File: config.mk
export PLATFORM = sky130hd
export DESIGN_NAME = sio_cfg_gate
export DESIGN_NICKNAME = d
export VERILOG_FILES = /design/src/rtl/sio_cfg_pkg.sv /design/src/rtl/sio_key_detect.sv /design/src/rtl/sio_cfg_regs.sv /design/src/rtl/sio_cfg_gate.sv
export SDC_FILE = /design/constraint.sdc
export NUM_CORES = 1
export LEC_CHECK = 0
export BUFFER_PORTS_ARGS = -buffer_cell sky130_fd_sc_hd__buf_4
export CAP_MARGIN = 30
export CORE_UTILIZATION = 50
export DETAILED_ROUTE_END_ITERATION = 7
export GPL_ROUTABILITY_DRIVEN = 0
export GPL_TIMING_DRIVEN = 0
export PLACE_DENSITY = 0.76
export SETUP_SLACK_MARGIN = 0.5
export SYNTH_ARGS = -nofsm -noshare
export SYNTH_HDL_FRONTEND = slang
export SYNTH_SLANG_ARGS = --single-unit
File: constraint.sdc
create_clock -name clk -period 5 [get_ports clk]
set_input_delay 0.5 -clock clk [delete_from_list [all_inputs] [get_ports clk]]
set_output_delay 0.5 -clock clk [all_outputs]
set_load 0.005 [all_outputs]
File: src/rtl/sio_cfg_pkg.sv
package sio_cfg_pkg;

    localparam int CFG_W   = 8;
    localparam int KEY_LEN = 4;
    localparam int KEY_PW  = $clog2(KEY_LEN);

    typedef logic [CFG_W-1:0] cfg_byte_t;

    // Key bytes that do not depend on the strap
    localparam cfg_byte_t KEY_LEAD  = 8'h87;
    localparam cfg_byte_t KEY_SEC   = 8'h01;
    localparam cfg_byte_t KEY_THIRD = 8'h55;
    localparam cfg_byte_t TAIL_LOW  = 8'h55;   // base 0x2E
    localparam cfg_byte_t TAIL_HIGH = 8'hAA;   // base 0x4E

    // Configuration indices
    localparam cfg_byte_t IX_EXIT     = 8'h02;
    localparam cfg_byte_t IX_DEVSEL   = 8'h07;
    localparam cfg_byte_t IX_ID_HI    = 8'h20;
    localparam cfg_byte_t IX_ID_LO    = 8'h21;
    localparam cfg_byte_t IX_REV      = 8'h22;
    localparam cfg_byte_t IX_FCTL     = 8'h24;
    localparam cfg_byte_t IX_FBASE_HI = 8'h64;
    localparam cfg_byte_t IX_FBASE_LO = 8'h65;

    localparam cfg_byte_t EXIT_CODE   = 8'h02;
    localparam cfg_byte_t FCTL_MASK   = 8'h3F;
    localparam cfg_byte_t HIDDEN_READ = 8'hFF;

    typedef enum logic [KEY_PW-1:0] {
        KS_IDLE = 2'd0,
        KS_ONE  = 2'd1,
        KS_TWO  = 2'd2,
        KS_THREE = 2'd3
    } key_st_t;

    typedef struct packed {
        logic      wr;
        logic      rd;
        logic      at_data;
        cfg_byte_t wdata;
    } io_req_t;

    function automatic cfg_byte_t key_byte(input key_st_t pos, input logic strap);
        case (pos)
            KS_IDLE:  return KEY_LEAD;
            KS_ONE:   return KEY_SEC;
            KS_TWO:   return KEY_THIRD;
            default:  return strap ? TAIL_HIGH : TAIL_LOW;
        endcase
    endfunction

endpackage

File: src/rtl/sio_key_detect.sv
module sio_key_detect
    import sio_cfg_pkg::*;
(
    input  logic      clk,
    input  logic      rst,
    input  logic      armed,
    input  logic      strobe,
    input  cfg_byte_t wdata,
    input  logic      strap,
    output logic      hit
);

    key_st_t st_q;
    logic    match;

    assign match = (wdata == key_byte(st_q, strap));
    assign hit   = armed && strobe && match && (st_q == KS_THREE);

    always_ff @(posedge clk) begin
        if (rst || !armed) begin
            st_q <= KS_IDLE;
        end else if (strobe) begin
            if (match)
                st_q <= (st_q == KS_THREE) ? KS_IDLE : key_st_t'(st_q + 2'd1);
            else
                st_q <= (wdata == KEY_LEAD) ? KS_ONE : KS_IDLE;
        end
    end

endmodule

File: src/rtl/sio_cfg_regs.sv
module sio_cfg_regs
    import sio_cfg_pkg::*;
#(
    parameter cfg_byte_t   ID_HI     = 8'h87,
    parameter cfg_byte_t   ID_LO     = 8'h16,
    parameter cfg_byte_t   REV       = 8'h01,
    parameter cfg_byte_t   FLASH_DEV = 8'h07,
    parameter logic [15:0] FBASE_DEF = 16'h0820
) (
    input  logic      clk,
    input  logic      rst,
    input  logic      open,
    input  io_req_t   req,
    output cfg_byte_t rdata,
    output logic      exit_req,
    output cfg_byte_t index_q,
    output cfg_byte_t ldn_q
);

    cfg_byte_t   fctl_q;
    logic [15:0] fbase_q;
    cfg_byte_t   reg_val;
    logic        flash_dev_sel;
    logic        data_wr;

    assign flash_dev_sel = (ldn_q == FLASH_DEV);
    assign data_wr       = open && req.wr && req.at_data;
    assign exit_req      = data_wr && (index_q == IX_EXIT) && (req.wdata == EXIT_CODE);

    always_comb begin
        case (index_q)
            IX_DEVSEL:   reg_val = ldn_q;
            IX_ID_HI:    reg_val = ID_HI;
            IX_ID_LO:    reg_val = ID_LO;
            IX_REV:      reg_val = REV;
            IX_FCTL:     reg_val = fctl_q;
            IX_FBASE_HI: reg_val = flash_dev_sel ? fbase_q[15:8] : '0;
            IX_FBASE_LO: reg_val = flash_dev_sel ? fbase_q[7:0]  : '0;
            default:     reg_val = '0;
        endcase
    end

    always_ff @(posedge clk) begin
        if (rst) begin
            index_q <= '0;
            ldn_q   <= '0;
            fctl_q  <= '0;
            fbase_q <= FBASE_DEF;
            rdata   <= HIDDEN_READ;
        end else begin
            if (req.rd) begin
                if (!open)
                    rdata <= HIDDEN_READ;
                else
                    rdata <= req.at_data ? reg_val : index_q;
            end
            if (open && req.wr && !req.at_data)
                index_q <= req.wdata;
            if (data_wr) begin
                case (index_q)
                    IX_DEVSEL: ldn_q  <= req.wdata;
                    IX_FCTL:   fctl_q <= req.wdata & FCTL_MASK;
                    IX_FBASE_HI: if (flash_dev_sel) fbase_q[15:8] <= req.wdata;
                    IX_FBASE_LO: if (flash_dev_sel) fbase_q[7:0]  <= req.wdata;
                    default: ;
                endcase
            end
        end
    end

endmodule

File: src/rtl/sio_cfg_gate.sv
module sio_cfg_gate
    import sio_cfg_pkg::*;
#(
    parameter cfg_byte_t   ID_HI     = 8'h87,
    parameter cfg_byte_t   ID_LO     = 8'h16,
    parameter cfg_byte_t   REV       = 8'h01,
    parameter cfg_byte_t   FLASH_DEV = 8'h07,
    parameter logic [15:0] FBASE_DEF = 16'h0820
) (
    input  logic       clk,
    input  logic       rst,
    input  logic       base_strap,
    input  logic       io_wr,
    input  logic       io_rd,
    input  logic       io_sel_data,
    input  logic [7:0] io_wdata,
    output logic [7:0] io_rdata,
    output logic       cfg_open
);

    io_req_t   req;
    logic      key_hit;
    logic      exit_req;
    cfg_byte_t index_q;
    cfg_byte_t ldn_q;
    logic      open_q;

    assign req = '{wr: io_wr, rd: io_rd, at_data: io_sel_data, wdata: io_wdata};

    sio_key_detect key_i (
        .clk    (clk),
        .rst    (rst),
        .armed  (!open_q),
        .strobe (io_wr && !io_sel_data),
        .wdata  (io_wdata),
        .strap  (base_strap),
        .hit    (key_hit)
    );

    sio_cfg_regs #(
        .ID_HI     (ID_HI),
        .ID_LO     (ID_LO),
        .REV       (REV),
        .FLASH_DEV (FLASH_DEV),
        .FBASE_DEF (FBASE_DEF)
    ) regs_i (
        .clk      (clk),
        .rst      (rst),
        .open     (open_q),
        .req      (req),
        .rdata    (io_rdata),
        .exit_req (exit_req),
        .index_q  (index_q),
        .ldn_q    (ldn_q)
    );

    always_ff @(posedge clk) begin
        if (rst)
            open_q <= 1'b0;
        else if (key_hit)
            open_q <= 1'b1;
        else if (exit_req)
            open_q <= 1'b0;
    end

    assign cfg_open = open_q;

endmodule

==> impl_metrics.toml, run 1 <==
[floorplanning]
initial_core_util_pct = 52.4
num_io_pins = 23
dieWidth_um = 72.8
coreArea_mm2 = 0.00479
fp.dieArea_mm2 = 0.00530
rows = 25
die_y_um = 72.8

[placement]
portBuffers = 15
dpl_cell_area_mm2 = 0.00270
place_inst = 404
dpl_worst_slack_ns = 2.49
hpwl_um = 4940

[clock_tree]
clk_pin_slew_worst_paths_ns = 0.09
clk_latency_ns = 0.31
root_buffer = "clkbuf_8"
cts_setup_buffers = 0
cts-resized-gates = 0
clock_path_buffers = 2
cts_hold_buf = 0
cts_buffers = 5
h-tree-depth = 2
cts_tree = "built"
clock-sinks = 49

[detailed_routing]
wl_per_cell_um = 16.8
drt-total-wl_um = 6910
via_count = 2440
drt_pre_antenna_iters = 5
drt_iter0_drc = 211
viasPerCell = 5.92
postRouteAntennaNets = 0
drc = 0

[timing]
fin_tns_setup_ns = 0
fmaxAchievable_ghz = 0.385
timing.hold.ws_ns = 0.459
clock_skew_ns = 0.00796
period_share_pct = 51.9
worst_slack_ns = 2.41
setup_viol = 0
rsz0062_at_grt = "no"
fin_crit_ns = 2.59
slew-limit-headroom_pct = 52.9
hold_violations = 0
worstMarginPinSlew_ns = 0.703
drv_slew = 0

[global_route]
grt_overflow = 0
grt_max_degree = 16
grt_pass1_vias = 2188
antenna_found_initial = 0
grt_pass1_wl_um = 11000
grt_use_total_pct = 27.7

[layout]
final_cell_area_mm2 = 0.00279
num_antenna_cells = 0
nets = 363
stdcell_count = 412
final_layout_size_suffix_gt1_share_pct = 12.2
final_util_pct = 58.3
area_growth_pct = 11.3

[logic_synthesis]
ys_ff_latch = 49
synth_warnings = 0
async_flop_share_pct = 0
synth_edf_count = 0
synth_top_area_cell = "dfxtp_1"
syn_avg_cell_area_um2 = 7.78
postSynthCellCount = 322
synth_nets = 341
synth_top_area_share_pct = 39.1
synth_area_mm2 = 0.00251
synth_flop_cell = "dfxtp_1"
yosysSeqAreaShare_pct = 39.1
yosys-top-cells-area = "dfxtp_1 39%, nand2_1 9.3%, a21oi_1 7.2%, nand3_1 4.0%, mux2i_1 3.6%"
ys_types = 44

[power_and_ir_drop]
leakagePower_nw = 0.916
powerDensity_mw_per_mm2 = 238
ir_drop_v = 0.000111
total_power_mw = 0.664

[worst_setup_path]
arrival_ns = 2.77
reg2reg_from = "regs_i.index_q[5]$_SDFFE_PP0P_"
r2r_slack_ns = 2.41
cp-end-kind = "flop"
r2r_cells = 6
required_ns = 5.17
path_max_fanout = 10
reg2reg_to = "regs_i.fbase_q[3]$_SDFFE_PP0P_"
crit_type = "reg2reg"
critPathLaunchType = "flop"

[worst_hold_path]
holdPathStages = 2
min_path_type = "reg2reg"
hold_start = "regs_i.fctl_q[1]$_SDFFE_PP0P_"
hold-path-endpoint = "regs_i.fctl_q[1]$_SDFFE_PP0P_"

[status]
status = "complete, no violations"

[flow_run]
maxCapViolations = 0
-- worst max-delay path, cell delays in order (launching register included) --
cell and delay [ns]:
dfxtp_1 0.49, or3b_1 0.43, or3_4 0.38, nor4_4 0.56, nand2_1 0.35, nand2_1 0.19
a21oi_2 0.07
-- how the worst max path moves through the flow --
stage                              startpoint                             end  slack, ns  cells after the start
6_report       regs_i.index_q[5]$_SDFFE_PP0P_  regs_i.fbase_q[3]$_SDFFE_PP0P_       2.41                      6
3_5_place_dp   regs_i.index_q[5]$_SDFFE_PP0P_  regs_i.fbase_q[2]$_SDFFE_PP0P_       2.49                      6
2_1_floorplan                     io_wdata[7]           cfg_open$_SDFFE_PP0P_       2.92                      7
5_1_grt        regs_i.index_q[5]$_SDFFE_PP0P_  regs_i.fbase_q[3]$_SDFFE_PP0P_       2.29                      6
4_1_cts        regs_i.index_q[5]$_SDFFE_PP0P_  regs_i.fbase_q[3]$_SDFFE_PP0P_       2.45                      6
3_3_place_gp   regs_i.index_q[5]$_SDFFE_PP0P_  regs_i.fbase_q[2]$_SDFFE_PP0P_       2.50                      6
-- cell usage after synthesis (all sizes together), types with 5 or more instances --
| master | count |
|---|---|
| a211oi | 10 |
| a21oi | 43 |
| a221oi | 6 |
| buf | 8 |
| clkbuf | 15 |
| dfxtp | 49 |
| ha | 5 |
| inv | 8 |
| mux2i | 9 |
| nand2 | 63 |
| nand3 | 20 |
| nor2 | 23 |
| nor3 | 5 |
| nor4 | 5 |
| o21ai | 8 |
-- cells in the final DEF (no fill, tap or decap), types with 5 or more instances in the layout --
master / n
a211oi_1: 10
a21oi_1: 36
a21oi_2: 7
a221oi_1: 6
buf_2: 6
buf_4: 15
clkbuf_1: 16
clkbuf_8: 5
dfxtp_1: 49
ha_1: 5
inv_1: 8
mux2i_1: 9
nand2_1: 62
nand3_1: 20
nor2_1: 23
o21ai_0: 8
-- layout make-up --
class                   instances  area, um2
multi-input cells             242       1390
plain buffers                  23        101
repair buffers                 15        113
clock inverters                 2       15.0
flip-flops and latches         49        981
inverters                       8       30.0
fillers                       457       2000
clock buffers                   6       72.6
well taps                      67       83.8
-- layer usage --
layer | global-route usage [%] | share of wire [%]
met4 | 11.3 | 4.0
met1 | 36.9 | 43
met5 | 0 | 0
met3 | 4.14 | 6.7
met2 | 45.1 | 46
-- flip-flops by register name (all words and copies together) (netlist names) --
signal / flops
regs_i.index_q: 8
regs_i.rdata: 8
regs_i.fbase_q: 16
regs_i.fctl_q: 6
regs_i.ldn_q: 8
cfg_open: 1
key_i.st_q: 2
-- logic make-up (layout without fill, tap and decap cells) --
kind of cell    after synthesis  in the layout  share of synthesized area [%]
simple gates                144            144                           28.0
compound gates               83             83                           21.2
flops                        49             49                           39.1
buf+inv                      31             54                           5.24
mux                           9              9                           3.59
fa+ha+maj                     5              5                           2.50
xor+xnor                      1              1                          0.350
-- power breakdown --
part	internal (mW)	total, mW	switching [mW]
clock network	0.0988	0.237	0.138
logic	0.0102	0.0372	0.0270
registers	0.390	0.390	0.0000232
No activity file was read; power rests on OpenSTA's default activity.
==> inputs of run 2 (changes only) <==
==> constraint.sdc (replaced) <==
create_clock -name clk -period 2.5 [get_ports clk]
set_input_delay 0.25 -clock clk [delete_from_list [all_inputs] [get_ports clk]]
set_output_delay 0.25 -clock clk [all_outputs]
set_load 0.005 [all_outputs]
==> impl_metrics.toml, run 2 (synthesized netlist as in run 1, its figures left out) <==
[timing]
drv_slew = 0
fmaxAchievable_ghz = 0.464
hold_violations = 0
fin_crit_ns = 2.15
fin_tns_setup_ns = 0
worstMarginPinSlew_ns = 0.648
setup_viol = 0
clock_skew_ns = 0.0111
period_share_pct = 86.1
rsz0062_at_grt = "yes"
slew-limit-headroom_pct = 56.8
timing.hold.ws_ns = 0.250

[layout]
num_antenna_cells = 0
stdcell_count = 432
seqCellArea_um2 = 996
nFillCells = 390
final_cell_mix = "46 x nand2_1, 43 x dfxtp_1, 35 x a21oi_1, 33 x buf_4, 23 x nor2_1"
multi_input_area_mm2 = 0.00158
final_common_cell = "nand2_1"
final_layout_size_suffix_gt1_share_pct = 31.8
largest-register = "regs_i.fbase_q"
area_growth_pct = 27.4
final_util_pct = 66.7
nets = 383
largest_reg_flops = 16

[placement]
place_inst = 404
hpwl_um = 4950
portBuffers = 15

[flow_run]
maxCapViolations = 0

[clock_tree]
clk_pin_slew_worst_paths_ns = 0.10
clk_latency_ns = 0.31
clock_path_buffers = 2
h-tree-depth = 2
root_buffer = "clkbuf_8"
cts_buffers = 5
clock-sinks = 49
cts_tree = "built"
cts_hold_buf = 0

[global_route]
grt_overflow = 0
grt_pass1_vias = 2335
grt_use_total_pct = 30.1
grt_pass1_wl_um = 12000
antenna_found_initial = 0
grt_max_degree = 17

[worst_setup_path]
reg2reg_from = "key_i.st_q[1]$_SDFFE_PP0P_"
crit_path_top_delay_cell = "dfxtp_4"
crit_type = "reg2reg"
critPathLaunchType = "flop"
cp-startpoint = "key_i.st_q[1]$_SDFFE_PP0P_"
crit_family = "compound AO/OA/AOI/OAI gates"
cp-end-kind = "flop"
max_stage_delay_ns = 0.39
required_ns = 2.68
cpMostUsedCell = "a211oi_2"
cp_cell_sequence = "inv_4 > ha_4 > or3_4 > a221oi_2 > a31oi_1 > a211oi_2 > mux2i_1 > a211oi_2"
arrival_ns = 2.33
path_max_fanout = 5
crit_buf_inv = 1

[detailed_routing]
drc = 0
via_count = 2631
postRouteAntennaNets = 0
drt_iter0_drc = 316
wl_per_cell_um = 18.2
drt_pre_antenna_iters = 5
viasPerCell = 6.09
drt-total-wl_um = 7860

[floorplanning]
dieWidth_um = 72.8
die_y_um = 72.8
fp.dieArea_mm2 = 0.00530
initial_core_util_pct = 52.4
rows = 25
num_io_pins = 23
coreArea_mm2 = 0.00479

[worst_hold_path]
hold_start = "io_wdata[6]"
min_path_type = "in2reg"

[power_and_ir_drop]
leakagePower_nw = 1.12
ir_drop_v = 0.000375
powerDensity_mw_per_mm2 = 451

[status]
status = "complete, no violations"
run 2: changes by cell type in the layout (fill, tap and decap cells not counted), sizes merged:
cell	delta
buf	+20
clkinv	+1
clkinvlp	-1
bufinv	+1
clkbuf	-1
run 2: path summary, 6_finish.rpt:
path              cells after the start  slack, ns                        endpoint
setup / recovery                      8       0.35      key_i.st_q[0]$_SDFFE_PP0P_
hold / removal                        3       0.25  regs_i.fbase_q[6]$_SDFFE_PP0P_
setup reg to reg                      8       0.35      key_i.st_q[0]$_SDFFE_PP0P_
hold reg to reg                       2       0.46   regs_i.fctl_q[3]$_SDFFE_PP0P_
run 2: per-layer routing:
| layer | global-route usage (%) | part of all wire (%) | wire, um |
|---|---|---|---|
| met1 | 39.6 | 42 | 3280 |
| met2 | 49.6 | 48 | 3740 |
| met3 | 4.97 | 6.7 | 526 |
| met4 | 11.5 | 4.0 | 312 |
| met5 | 0 | 0 | 0 |
run 2: what timing repair did:
item / in CTS / in global routing
resized for setup: 46 / 24
pin swaps: 28 / 10
endpoints found under the setup margin: 41 / 41
setup buffers: 14 / 6
run 2: worst reg2reg max path: stages (launching register included):
cell	delay [ns]
dfxtp_4	0.39
inv_4	0.04
ha_4	0.15
or3_4	0.36
a221oi_2	0.27
a31oi_1	0.10
a211oi_2	0.35
mux2i_1	0.28
a211oi_2	0.09
run 2: layout make-up:
class | count | share of cell area (%)
repair buffers | 35 | 8.58
inverters | 8 | 1.02
flip-flops and latches | 49 | 31.2
clock inverters | 3 | 1.45
clock buffers | 5 | 2.16
plain buffers | 23 | 3.57
well taps | 67 | 2.63
multi-input cells | 242 | 49.4
run 2: through the flow:
step                      total power, mW  cell area [um2]  worst slack, ns
after floorplan                     0.839             2510            0.501
after global placement              0.870             2710           0.0414
after detailed placement            0.871             2710           0.0159
final                                1.44             3190            0.346
after global routing                 1.47             3190            0.258
after CTS                            1.43             3080            0.382
run 2: power by group:
group,switching (mW),internal [mW]
logic,0.0577,0.0210
clock network,0.286,0.300
registers,0.0000300,0.776
